### config.mk
export PLATFORM = sky130hd
export DESIGN_NAME = irq_vector_unit
export DESIGN_NICKNAME = d
export VERILOG_FILES = /design/src/rtl/irq_vector_unit.sv
export SDC_FILE = /design/constraint.sdc
export NUM_CORES = 1
export LEC_CHECK = 0
export ABC_AREA = 1
export ABC_CLOCK_PERIOD_IN_PS = 2400
export BUFFER_PORTS_ARGS = -buffer_cell sky130_fd_sc_hd__buf_2
export CAP_MARGIN = 0
export CORE_ASPECT_RATIO = 0.9
export CORE_MARGIN = 2
export CORE_UTILIZATION = 45
export DETAILED_ROUTE_END_ITERATION = 8
export PLACE_DENSITY = 0.82
export REMOVE_ABC_BUFFERS = 1
export SLEW_MARGIN = 20
export SYNTH_ARGS = -nofsm -noshare
export SYNTH_HDL_FRONTEND = slang
export SYNTH_SLANG_ARGS = --single-unit
export TNS_END_PERCENT = 20
### constraint.sdc
create_clock -name clk -period 2.4 [get_ports clk]
set_clock_uncertainty 0.2 [all_clocks]
set_input_delay 0.12 -clock clk [delete_from_list [all_inputs] [get_ports clk]]
set_output_delay 0.12 -clock clk [all_outputs]
set_load 0.005 [all_outputs]
### src/rtl/irq_vector_unit.sv
module irq_vector_unit #(
  parameter int TW = 8,
  parameter logic [TW-1:0] NMI_TYPE = TW'(2),
  parameter logic [TW-1:0] DIV_TYPE = TW'(0)
) (
  input  logic          clk,
  input  logic          rst_n,
  input  logic          nmi_in,
  input  logic          intr_in,
  input  logic          ie_set,
  input  logic          ie_clr,
  input  logic          boundary,
  input  logic          inhibit,
  input  logic          div_fault,
  input  logic          swi_req,
  input  logic [TW-1:0] swi_type,
  output logic          inta,
  input  logic          type_valid,
  input  logic [TW-1:0] type_data,
  output logic          take,
  output logic [TW-1:0] take_type,
  output logic [TW+1:0] vec_addr,
  output logic          ie_flag
);

  logic          nmi_d, nmi_dd, nmi_pend, ack_st, ie_q, take_q;
  logic [TW-1:0] type_q;

  wire nmi_qual  = nmi_in & nmi_d & ~nmi_dd;
  wire open_b    = boundary & ~ack_st;
  wire ext_ok    = open_b & ~div_fault & ~swi_req & ~inhibit;
  wire pick_div  = open_b & div_fault;
  wire pick_swi  = open_b & ~div_fault & swi_req;
  wire pick_nmi  = ext_ok & nmi_pend;
  wire pick_intr = ext_ok & ~nmi_pend & intr_in & ie_q;
  wire ack_done  = ack_st & type_valid;
  wire fire      = pick_div | pick_swi | pick_nmi | ack_done;

  always_ff @(posedge clk) begin
    if (!rst_n) begin
      nmi_d    <= 1'b0;
      nmi_dd   <= 1'b0;
      nmi_pend <= 1'b0;
      ack_st   <= 1'b0;
      ie_q     <= 1'b0;
      take_q   <= 1'b0;
      type_q   <= '0;
    end else begin
      nmi_d  <= nmi_in;
      nmi_dd <= nmi_d;
      if (nmi_qual)      nmi_pend <= 1'b1;
      else if (pick_nmi) nmi_pend <= 1'b0;
      if (pick_intr)     ack_st <= 1'b1;
      else if (ack_done) ack_st <= 1'b0;
      take_q <= fire;
      if (fire)
        type_q <= pick_div ? DIV_TYPE :
                  pick_swi ? swi_type :
                  pick_nmi ? NMI_TYPE : type_data;
      if (fire)        ie_q <= 1'b0;
      else if (ie_clr) ie_q <= 1'b0;
      else if (ie_set) ie_q <= 1'b1;
    end
  end

  assign inta      = ack_st;
  assign take      = take_q;
  assign take_type = type_q;
  assign vec_addr  = {type_q, 2'b00};
  assign ie_flag   = ie_q;

endmodule

Yosys cells after proc, flatten, opt, wreduce, memory -nomap -nowiden
Cells that the tools add are included.
Word-level totals
  bits in registers: 14
  input port bits: 27
  word-level logic and storage cells: 40
Operators by class
  multiplexer cells: 7
  bitwise gates (word level): 23
  reductions and logical operators: 3
Operators with widths (number)
  $mux W8: 3
  $and A1 B1 Y1: 13
  $not A1 Y1: 7
  $mux W1: 4
  $reduce_bool A2 Y1: 2
  $or A1 B1 Y1: 3
  $reduce_or A3 Y1: 1

Logic depth before layout (Yosys ltp)
Gate-level depths: netlist (run 1).
  depth in word-level cells: 9
  gate-level depth with buffers: 8
  mapped depth without buffers: 8

Least setup slack after synthesis (run 1)
Ideal clock, no wire load.
  path type: flip-flop to flip-flop
  from: register ack_st (netlist: inta)
  to: register type_q[0] (netlist: take_type[0])
  setup time: 0.066 ns
  data arrival time: 1.130 ns
  slack: 1.004 ns
  stages on the path, launching flop included: 8
  period minus slack after synthesis: 1.396 ns
  path through: dfxtp_1 inv_2 nand3_1 nand2_2 nor2_4 buf_4 nand3_1 a21oi_2
Between the ends
  word-level cells in the longest chain between the ends: 9
  elaborated cells between the ends (all ways): 15
RTL lines
  start: declaration: line 26  | logic nmi_d, nmi_dd, nmi_pend, ack_st, ie_q, take_q;
  start signal: assignment: line 44  | ack_st <= 1'b0;
  start signal: assignment: line 53  | if (pick_intr) ack_st <= 1'b1;
  start signal: assignment: line 54  | else if (ack_done) ack_st <= 1'b0;
  $not A1 Y1: line 30  | wire open_b = boundary & ~ack_st;
  $and A1 B1 Y1: line 30
  $and A1 B1 Y1: line 31, 33
  $and A1 B1 Y1 (2 in series): line 31  | wire ext_ok = open_b & ~div_fault & ~swi_req & ~inhibit;
  $and A1 B1 Y1: line 34  | wire pick_nmi = ext_ok & nmi_pend;
  $mux W8: line 59  | pick_nmi ? NMI_TYPE : type_data;
  $mux W8: line 58  | pick_swi ? swi_type :
  $mux W8: line 57  | type_q <= pick_div ? DIV_TYPE :
  end signal: assignment: line 57
  end: declaration: line 27  | logic [TW-1:0] type_q;
Parallel ways exist; a longest one is shown, timed or not.
A chain may end at the register's enable or synchronous reset.

Worst setup path in the final report (run 1)
  from: register ack_st (netlist: inta)
  to: register ie_q (netlist: ie_flag)
Between the ends
  word-level cells in the longest chain between the ends: 9
  elaborated cells between the ends (all ways): 13
RTL lines
  $not A1 Y1: line 30
  $and A1 B1 Y1: line 30
  $and A1 B1 Y1: line 31, 33
  $and A1 B1 Y1 (2 in series): line 31
  $and A1 B1 Y1: line 34
  $or A1 B1 Y1: line 37  | wire fire = pick_div | pick_swi | pick_nmi | ack_done;
  $or A1 B1 Y1 (*): line 37
  $reduce_or A3 Y1 (no source line) (*)
  end signal: assignment: line 45  | ie_q <= 1'b0;
  end signal: assignment: line 60  | if (fire) ie_q <= 1'b0;
  end signal: assignment: line 61  | else if (ie_clr) ie_q <= 1'b0;
  end: declaration: line 26
Every way passes the cells marked *; elsewhere a longest branch is shown, timed or not.

==> reports/qor.yml, run 1 <==
clock_network:
  clk_latency_ns: 0.28
  cts_tree: "built"
  cts_setup_buffers: 0
  clockRootBuffer: "clkbuf_4"
  ctsLongestPathBuffers: 2
  clk_pin_slew_ns: 0.09
  cts_resized: 0
  cts_buffers: 3
  h-tree-depth: 1
  clock_sinks: 14
logic_synthesis:
  synth-seq-area-share_pct: 34.4
  synth.area.mux_share_pct: 0
  ys_warn_count: 0
  synth-seq-cells: 14
  syn_area_per_cell_um2: 7.28
  synth_cell_types: 19
  syn-cell-area_um2: 816
  syn_inst: 112
  synthXorXnorAreaFrac_pct: 0
  synth-compound-area-share_pct: 9.20
  yosys.area_share.adder_pct: 0
  yosys.area_share.simple_pct: 39.9
  synth_top_family_by_area: "simple AND/OR/NAND/NOR gates"
timing:
  setup_viol: 0
  layout_min_cycle_time_ns: 2.04
  slew_violations: 0
  tns_ns: 0
  timing.fmax_mhz: 491
  min_period_over_period_pct: 84.9
  hold_slack_ns: -0.00477
  finalHoldViolations: 3
  rsz0062_at_grt: "no"
outcome:
  violations: "negative hold slack"
  outcome: "finished, violations left"
global_routing:
  grt_remaining_overflow: 0
  first_global_vias: 790
  grt_antenna_before_repair: 0
  grt_use_total_pct: 19.1
  grt_max_degree: 20
  grt_pass1_wl_mm: 3.24
critical_path:
  worst_setup_path_end_kind: "flop"
  slowest_delay_ns: 0.57
  path_buf_inv: 2
  path_depth: 7
  critPathRequiredTime_ns: 2.43
  critPathTopFamily: "simple AND/OR/NAND/NOR gates"
  path_cells: "inv_2 -> nand3_1 -> nand2_2 -> nor2_4 -> nand2_1 -> nor4_2 -> dlygate4sd3_1"
  worstSetupStartpointType: "flop"
  cp_max_fo: 11
  reg2reg_depth: 7
  cp_data_arrival_time_ns: 2.07
  worstSetupPathType: "flop to flop"
  slowest_stage: "dlygate4sd3_1"
floorplanning:
  pin_count: 48
  core_um2: 1680
  die_h_um: 44.4
  initial_core_util_pct: 48.5
  num_rows: 14
  die-area_um2: 2170
  die_w_um: 48.9
detailed_routing:
  drt_wl_total_mm: 2.01
  drtIter0Drc: 17
  num_vias: 892
  ant_nets: 0
  viasPerCell: 4.85
  first_pass_iters: 5
  drc: 0
  avgRoutedWirePerCell_um: 10.9
min_path:
  hold_depth: 5
  hold_class: "input port to flop"
placed_design:
  place_area_um2: 981
  dp_hpwl_mm: 1.39
  finalWeightedCongestion: 0.746
  numPortBuffers: 45
  place_inst: 169
cells_and_area:
  drive_gt1_share_pct: 38.8
  nNetsFinal: 188
  final_common_cell: "buf_2"
  area_delta_synth_final_pct: 38.2
  final_cell_count_no_fill: 184
  design_area_um2: 1130
  most-common-layout-cells: "buf_2, nand2_1, nand3_1"
  diodes: 0
power_and_ir_drop:
  ir_worst_vdd_uv: 403
  p_leak_nw: 0.615
  powerDensity_nw_per_um2: 473
flow_run:
  maxCapViolCount: 0
==> synth_stat cells, drive strengths merged <==
cell type  count  area, um^2
a21oi         12        75.1
buf           12        90.1
clkbuf         1        3.75
conb           1        3.75
dfxtp         14         280
inv           10        37.5
nand2         32         123
nand3         20         105
nand4          1        21.3
nor2           8        63.8
nor4           1        12.5
==> repair_timing <==
action,4_1_cts,5_1_grt
setup endpoints to repair,0,0
endpoints found under the hold margin,8,0
hold buffers,11,0
==> cells by family after synthesis <==
family | after synthesis
simple gates | 62
other cells | 1
flops | 14
compound gates | 12
buf+inv | 23
==> metrics by stage <==
step	hold slack [ns]	power (mW)	util, %	worst slack, ns
3_3_place_gp	0.0923	0.352	58.3	0.860
3_5_place_dp	0.0926	0.355	58.3	0.795
5_1_grt	0.0287	0.557	67.0	0.230
2_1_floorplan	-0.00968	0.308	-	0.968
4_1_cts	0.00108	0.532	67.0	0.367
6_report	-0.00477	0.534	67.0	0.361
==> power by group <==
part	total (mW)	switching, mW	internal, mW
Clock	0.171	0.0785	0.0923
Combinational	0.112	0.0564	0.0553
Sequential	0.251	0.00733	0.244
==> path summary, 6_finish.rpt <==
check / to / slack [ns] / startpoint
max: ie_flag / 0.36 / inta
min: take_type[4] / -0.005 / swi_type[4]
max reg2reg: ie_flag / 0.36 / inta
min reg2reg: nmi_dd / 0.25 / nmi_d
==> final cells by class <==
type | count | area (um^2)
Timing Repair Buffer | 56 | 335
Multi-Input combinational cell | 76 | 408
Fill cell | 162 | 554
Clock buffer | 4 | 36.3
Tap cell | 24 | 30.0
Inverter | 10 | 37.5
Sequential cell | 14 | 280
==> flip-flops by register name, indices dropped and copies added, names as in the netlist <==
name       cells
nmi_d          1
inta           1
take_type      8
nmi_dd         1
ie_flag        1
take           1
nmi_pend       1
==> per-layer routing <==
metal | wire, um | global-route usage (%) | vias up
li1 | - | - | 444
met1 | 783 | 22.9 | 401
met2 | 1060 | 35.6 | 41
met3 | 120 | 1.69 | 6
met4 | 44 | 8.57 | 0
met5 | 0 | 0 | -
==> worst min-delay path, delay by kind of cell <==
family / cells / cell delay [ns]
AND/OR/NAND/NOR: 3 / 0.17
AO/OA/AOI/OAI: 1 / 0.05
buffers and inverters: 1 / 0.09
No activity file was read; power rests on OpenSTA's default activity.
==> run 2: changes to the inputs <==
ABC_CLOCK_PERIOD_IN_PS = 2100   (was 2400)
CORE_UTILIZATION = 42   (was 45)
PLACE_DENSITY = 0.78   (was 0.82)
clock period = 2.1 ns   (was 2.4 ns; I/O delays follow)
==> run 2 against run 1 <==
The run still ends with negative hold slack left. Die area grew 6.5%. Core utilization is 2.0 points lower. Global-route usage is 0.40 points higher. Fmax shrank 0.90%. Combinational power increased by 29%. Final cell count is 6.0% higher. First-iteration DRC count down 12%. Setup slack worse by 0.32 ns. Via count increased by 5.3%. Power increased by 17%. Critical path type unchanged.
==> reports/qor.yml, run 2 (synthesis gave the netlist of run 1 again) <==
critical_path:
  worstSetupPathType: "flop to flop"  # unchanged
  cp_common_cell: "nand2_1"
  critPathRequiredTime_ns: 2.06  # was 2.43 ns
  timing.rr.start: "inta"  # unchanged
  worstSetupStartpointType: "flop"  # unchanged
  cp_data_arrival_time_ns: 2.02  # was 2.07 ns
  critPathTopFamily: "buffers and inverters"  # was simple AND/OR/NAND/NOR gates
  cp_max_fo: 10  # was 11
  crit_start: "inta"  # unchanged
  worst_setup_path_end_kind: "flop"  # unchanged
  slowest_stage: "dlygate4sd3_1"  # unchanged
  path_cells: "inv_2 -> nand3_2 -> nor2_8 -> clkinvlp_4 -> nand3_1 -> nand2_1 -> dlygate4sd3_1 -> nand2_1 -> a21oi_2"  # was inv_2 -> nand3_1 -> nand2_2 -> nor2_4 -> nand2_1 -> nor4_2 -> dlygate4sd3_1
  slowest_delay_ns: 0.55  # was 0.57 ns
  path_buf_inv: 3  # was 2
detailed_routing:
  drc: 0  # unchanged
  num_vias: 939  # was 892
  drtIter0Drc: 15  # was 17
  viasPerCell: 4.82  # was 4.85
  avgRoutedWirePerCell_um: 11.0  # was 10.9 um
  drt_wl_total_mm: 2.14  # was 2.01 mm
  first_pass_iters: 4  # was 5
  ant_nets: 0  # unchanged
power_and_ir_drop:
  finalPower_uw: 624  # was 534 uW
  ir_worst_vdd_uv: 286  # was 403 uV
  power.share.sequential_pct: 45.9  # was 47.0%
  swShare_pct: 26.2  # was 26.7%
  switchingPower_uw: 164  # was 142 uW
  clockPowerShare_pct: 30.9  # was 32.0%
  power.internal_uw: 461  # was 391 uW
  p_leak_nw: 0.658  # was 0.615 nW
  powerDensity_nw_per_um2: 512  # was 473 nW/um^2
  comb_power_share_pct: 23.2  # was 20.9%
floorplanning:
  die_w_um: 50.5  # was 48.9 um
  initial_core_util_pct: 43.5  # was 48.5%
  die_h_um: 45.8  # was 44.4 um
  die-area_um2: 2310  # was 2170 um^2
  num_rows: 15  # was 14
  pin_count: 48  # unchanged
  core_um2: 1880  # was 1680 um^2
cells_and_area:
  diodes: 0  # unchanged
  final_cell_count_no_fill: 195  # was 184
  design_area_um2: 1220  # was 1130 um^2
  area_delta_synth_final_pct: 49.5  # was 38.2%
  largest_reg_flops: 8  # unchanged
  final_common_cell: "buf_2"  # unchanged
  drive_gt1_share_pct: 40.0  # was 38.8%
  most-common-layout-cells: "buf_2, nand2_1, nand3_1"  # unchanged
  nNetsFinal: 198  # was 188
  fin_util_pct: 65.0  # was 67.0%
clock_network:
  clock_sinks: 14  # unchanged
  cts_buffers: 3  # unchanged
  ctsLongestPathBuffers: 2  # unchanged
  cts_tree: "built"  # unchanged
  h-tree-depth: 1  # unchanged
  clk_latency_ns: 0.28  # about the same
  clk_pin_slew_ns: 0.09  # about the same
  clockRootBuffer: "clkbuf_4"  # unchanged
placed_design:
  place_inst: 170  # was 169
  place_area_um2: 982  # was 981 um^2
  dp_hpwl_mm: 1.45  # was 1.39 mm
  finalWeightedCongestion: 0.779  # was 0.746
  numPortBuffers: 45  # unchanged
min_path:
  hold_class: "input port to flop"  # unchanged
  hp-start: "swi_type[5]"  # was swi_type[4]
timing:
  slew_violations: 0  # unchanged
  hold_slack_ns: -0.00638  # was -0.00477 ns
  min_period_over_period_pct: 98.0  # was 84.9%
  rsz0062_at_grt: "yes"  # was no
  timing.fmax_mhz: 486  # was 491 MHz
  layout_min_cycle_time_ns: 2.06  # was 2.04 ns
  setup_viol: 0  # unchanged
  tns_ns: 0  # unchanged
  finalHoldViolations: 1  # was 3
global_routing:
  grt_pass1_wl_mm: 3.39  # was 3.24 mm
  grt_max_degree: 20  # unchanged
  first_global_vias: 819  # was 790
  grt_remaining_overflow: 0  # unchanged
  grt_use_total_pct: 19.5  # was 19.1%
  grt_antenna_before_repair: 0  # unchanged
outcome:
  outcome: "finished, violations left"  # unchanged
  violations: "negative hold slack"  # unchanged
flow_run:
  maxCapViolCount: 0  # unchanged
## run 2: repair_timing
| action | in CTS | in global routing |
|---|---|---|
| resized for setup | 0 | 1 |
| hold endpoints to repair | 11 | 0 |
| setup buffers | 0 | 5 |
| hold buffers | 16 | 0 |
| endpoints found under the setup margin | 0 | 2 |
## run 2: layout make-up
cell class / count / area (um^2)
fillers: 158 / 657
repair buffers: 66 / 423
multi-input cells: 76 / 408
flip-flops and latches: 14 / 280
inverters: 10 / 41.3
clock buffers: 4 / 36.3
well taps: 25 / 31.3
## run 2: worst register-to-register path, stage by stage, from the launching register on
cell	delay (ns)
dfxtp_1	0.37
inv_2	0.08
nand3_2	0.11
nor2_8	0.21
clkinvlp_4	0.15
nand3_1	0.08
nand2_1	0.05
dlygate4sd3_1	0.55
nand2_1	0.08
a21oi_2	0.05
## run 2: power groups by stage
stage               Sequential, mW  Clock (mW)  Combinational (mW)
global placement             0.293           0               0.109
global route                 0.289       0.204               0.161
floorplan                    0.295           0              0.0567
finish                       0.287       0.193               0.145
detailed placement           0.293           0               0.113
CTS                          0.287       0.195               0.135
## run 2: final timing paths
check                 end  slack [ns]  depth (start not counted)
max          take_type[0]        0.04                          9
max reg2reg  take_type[0]        0.04                          9
min reg2reg        nmi_dd        0.26                          2
min          take_type[5]      -0.006                          5
## run 2: routing by layer
layer,routed length (um),track usage (%)
met5,0,0
met4,65,13.0
met3,108,1.32
met2,1170,36.3
met1,791,21.9
## run 2: per-stage QoR
| stage | hold WS, ns | setup slack (ns) |
|---|---|---|
| after floorplan | -0.0247 | 0.668 |
| after global placement | 0.0751 | 0.572 |
| after detailed placement | 0.0789 | 0.502 |
| after CTS | 0.00440 | 0.0208 |
| after global routing | 0.00624 | -0.0772 |
| final | -0.00638 | 0.0428 |
==> run 3: changes to the inputs <==
PLACE_DENSITY = 0.82   (was 0.78)
==> run 3 against run 2 <==
The run still ends with negative hold slack left. Core utilization is 4.1 points higher. Die area unchanged. Global-route usage shrank 0.23 points. Flip-flop and latch count did not move. Clock power rose by 5%. Sequential share of layout area down 1.1 points. Count of clock-buffer cells in the layout stayed put. Non-clock buffer count is 5 higher. Final cell count up 2.6%. First-iteration DRC count rose by 87%. Critical endpoint is now take_type[2]. Largest power group unchanged.
==> reports/qor.yml, run 3 (synthesis gave the netlist of run 1 again) <==
power_and_ir_drop:
  comb_power_share_pct: 24.8  # was 23.2%
  swShare_pct: 27.7  # was 26.2%
  power.internal_uw: 469  # was 461 uW
  powerDensity_nw_per_um2: 501  # was 512 nW/um^2
  ir_worst_vdd_uv: 309  # was 286 uV
  power.share.sequential_pct: 44.1  # was 45.9%
  p_leak_nw: 0.694  # was 0.658 nW
  switchingPower_uw: 180  # was 164 uW
  clockPowerShare_pct: 31.1  # was 30.9%
floorplanning:
  die_w_um: 50.5  # unchanged
  pin_count: 48  # unchanged
  initial_core_util_pct: 43.5  # unchanged
  die-area_um2: 2310  # unchanged
  die_h_um: 45.8  # unchanged
  num_rows: 15  # unchanged
  core_um2: 1880  # unchanged
timing:
  worst_slack_ns: 0.0319  # was 0.0428 ns
  timing.fmax_mhz: 484  # was 486 MHz
  min_period_over_period_pct: 98.5  # was 98.0%
  slew_violations: 0  # unchanged
  finalHoldViolations: 1  # unchanged
  rsz0062_at_grt: "yes"  # unchanged
  hold_slack_ns: -0.0215  # was -0.00638 ns
  setup_viol: 0  # unchanged
  layout_min_cycle_time_ns: 2.07  # was 2.06 ns
placed_design:
  pre_cts_ws_ns: 0.492  # was 0.502 ns
  numPortBuffers: 45  # unchanged
  finalWeightedCongestion: 0.794  # was 0.779
  dp_hpwl_mm: 1.35  # was 1.45 mm
  place_area_um2: 982  # unchanged
critical_path:
  cp-endpoint: "take_type[2]"  # was take_type[0]
  r2r_slack_ns: 0.03  # was 0.04 ns
  path_depth: 9  # unchanged
  path_cells: "inv_4 -> nand3_4 -> nor2_8 -> clkinvlp_4 -> nand3_1 -> nand2_1 -> dlygate4sd3_1 -> nand2_1 -> a21oi_1"  # was inv_2 -> nand3_2 -> nor2_8 -> clkinvlp_4 -> nand3_1 -> nand2_1 -> dlygate4sd3_1 -> nand2_1 -> a21oi_2
  worstSetupStartpointType: "flop"  # unchanged
  slowest_delay_ns: 0.55  # about the same
  worst_setup_path_end_kind: "flop"  # unchanged
  critPathRequiredTime_ns: 2.08  # was 2.06 ns
  timing.rr.start: "inta"  # unchanged
  critPathTopFamily: "buffers and inverters"  # unchanged
  worstSetupPathType: "flop to flop"  # unchanged
  slowest_stage: "dlygate4sd3_1"  # unchanged
  crit_start: "inta"  # unchanged
  path_buf_inv: 3  # unchanged
  cp_common_cell: "nand2_1"  # unchanged
  cp_data_arrival_time_ns: 2.05  # was 2.02 ns
  reg2reg_depth: 9  # unchanged
  cp_max_fo: 8  # was 10
  regToRegEndpoint: "take_type[2]"  # was take_type[0]
clock_network:
  ctsLongestPathBuffers: 2  # unchanged
  cts_tree: "built"  # unchanged
  h-tree-depth: 1  # unchanged
  clk_pin_slew_ns: 0.10  # was 0.09 ns
  clock_sinks: 14  # unchanged
  clockRootBuffer: "clkbuf_4"  # unchanged
  cts_buffers: 3  # unchanged
  clk_latency_ns: 0.28  # about the same
cells_and_area:
  drive_gt1_share_pct: 41.7  # was 40.0%
  fillers: 160  # was 158
  final_common_cell: "buf_2"  # unchanged
  design_area_um2: 1300  # was 1220 um^2
  diodes: 0  # unchanged
  largest_reg_flops: 8  # unchanged
  area_delta_synth_final_pct: 58.9  # was 49.5%
  nNetsFinal: 203  # was 198
  most-common-layout-cells: "buf_2, nand2_1, dlygate4sd3_1"  # was buf_2, nand2_1, nand3_1
detailed_routing:
  num_vias: 966  # was 939
  drt_wl_total_mm: 2.37  # was 2.14 mm
  first_pass_iters: 5  # was 4
  drtIter0Drc: 28  # was 15
  ant_nets: 0  # unchanged
  drc: 0  # unchanged
  avgRoutedWirePerCell_um: 11.9  # was 11.0 um
  viasPerCell: 4.83  # was 4.82
min_path:
  hold_class: "input port to flop"  # unchanged
global_routing:
  grt_use_total_pct: 19.3  # was 19.5%
  grt_antenna_before_repair: 0  # unchanged
  grt_use_met2_pct: 36.3  # unchanged
  grt_pass1_wl_mm: 3.35  # was 3.39 mm
  first_global_vias: 832  # was 819
  grt_max_degree: 20  # unchanged
  grt_util_met3_pct: 1.97  # was 1.32%
  gr-usage-met1_pct: 21.5  # was 21.9%
  grt_remaining_overflow: 0  # unchanged
  grt_busiest_layer: "met2"  # unchanged
outcome:
  outcome: "finished, violations left"  # unchanged
  violations: "negative hold slack"  # unchanged
flow_run:
  maxCapViolCount: 0  # unchanged
[run 3: cell types whose count changed in the layout (fill, tap and decap cells not counted)]
| cell | delta |
|---|---|
| dfxtp_4 | +1 |
| buf_4 | +1 |
| nand3_1 | -3 |
| dfxtp_1 | -1 |
| nand3_2 | +2 |
| inv_2 | -1 |
| inv_4 | +1 |
| nand3_4 | +1 |
| dlygate4sd3_1 | +4 |
[run 3: cell type report]
class	instances	area (um^2)	area share, %
inverter	10	43.8	3.38
timing repair buffer	71	470	36.3
sequential	14	284	21.9
tap	25	31.3	2.41
clock buffer	4	36.3	2.80
multi-input combinational	76	430	33.2
[run 3: worst min-delay path by stage]
stage               slack [ns]         start  depth (start not counted)      endpoint
finish                   -0.02  type_data[3]                          5  take_type[3]
global route            0.0005  type_data[3]                          5  take_type[3]
CTS                      0.009  type_data[5]                          5  take_type[5]
detailed placement        0.08        ie_clr                          2       ie_flag
global placement          0.08        ie_clr                          2       ie_flag
floorplan                -0.02        ie_clr                          1       ie_flag
[run 3: per-layer routing]
| layer | wire [um] | up-vias |
|---|---|---|
| li1 | - | 475 |
| met5 | 0 | - |
| met1 | 994 | 444 |
| met3 | 128 | 5 |
| met2 | 1200 | 42 |
| met4 | 45 | 0 |
[run 3: timing repair]
action | CTS | global route
buffers inserted | 0 | 6
hold buffers | 21 | 0
resized for setup | 0 | 8
hold endpoints to repair | 13 | 0
endpoints found under the setup margin | 0 | 6
[run 3: power groups by stage]
stage,combinational [mW],clock [mW],sequential [mW]
after floorplan,0.0567,0,0.295
after detailed placement,0.112,0,0.293
after global placement,0.109,0,0.292
after CTS,0.144,0.199,0.287
after global routing,0.176,0.213,0.288
final,0.161,0.202,0.286
[run 3: worst min-delay path, cell delays in order]
cell and delay [ns]:
buf_2 0.11, nand3_2 0.05, nand2_1 0.05, nand2_1 0.07, a21oi_1 0.05
[run 3: stage by stage]
stage	setup TNS, ns	std cells	total power, mW	utilization [%]
floorplan	0	100	0.352	-
global placement	0	170	0.401	52.3
detailed placement	0	170	0.405	52.3
CTS	0	195	0.630	65.5
global route	-0.238	200	0.676	69.1
finish	0	200	0.649	69.1
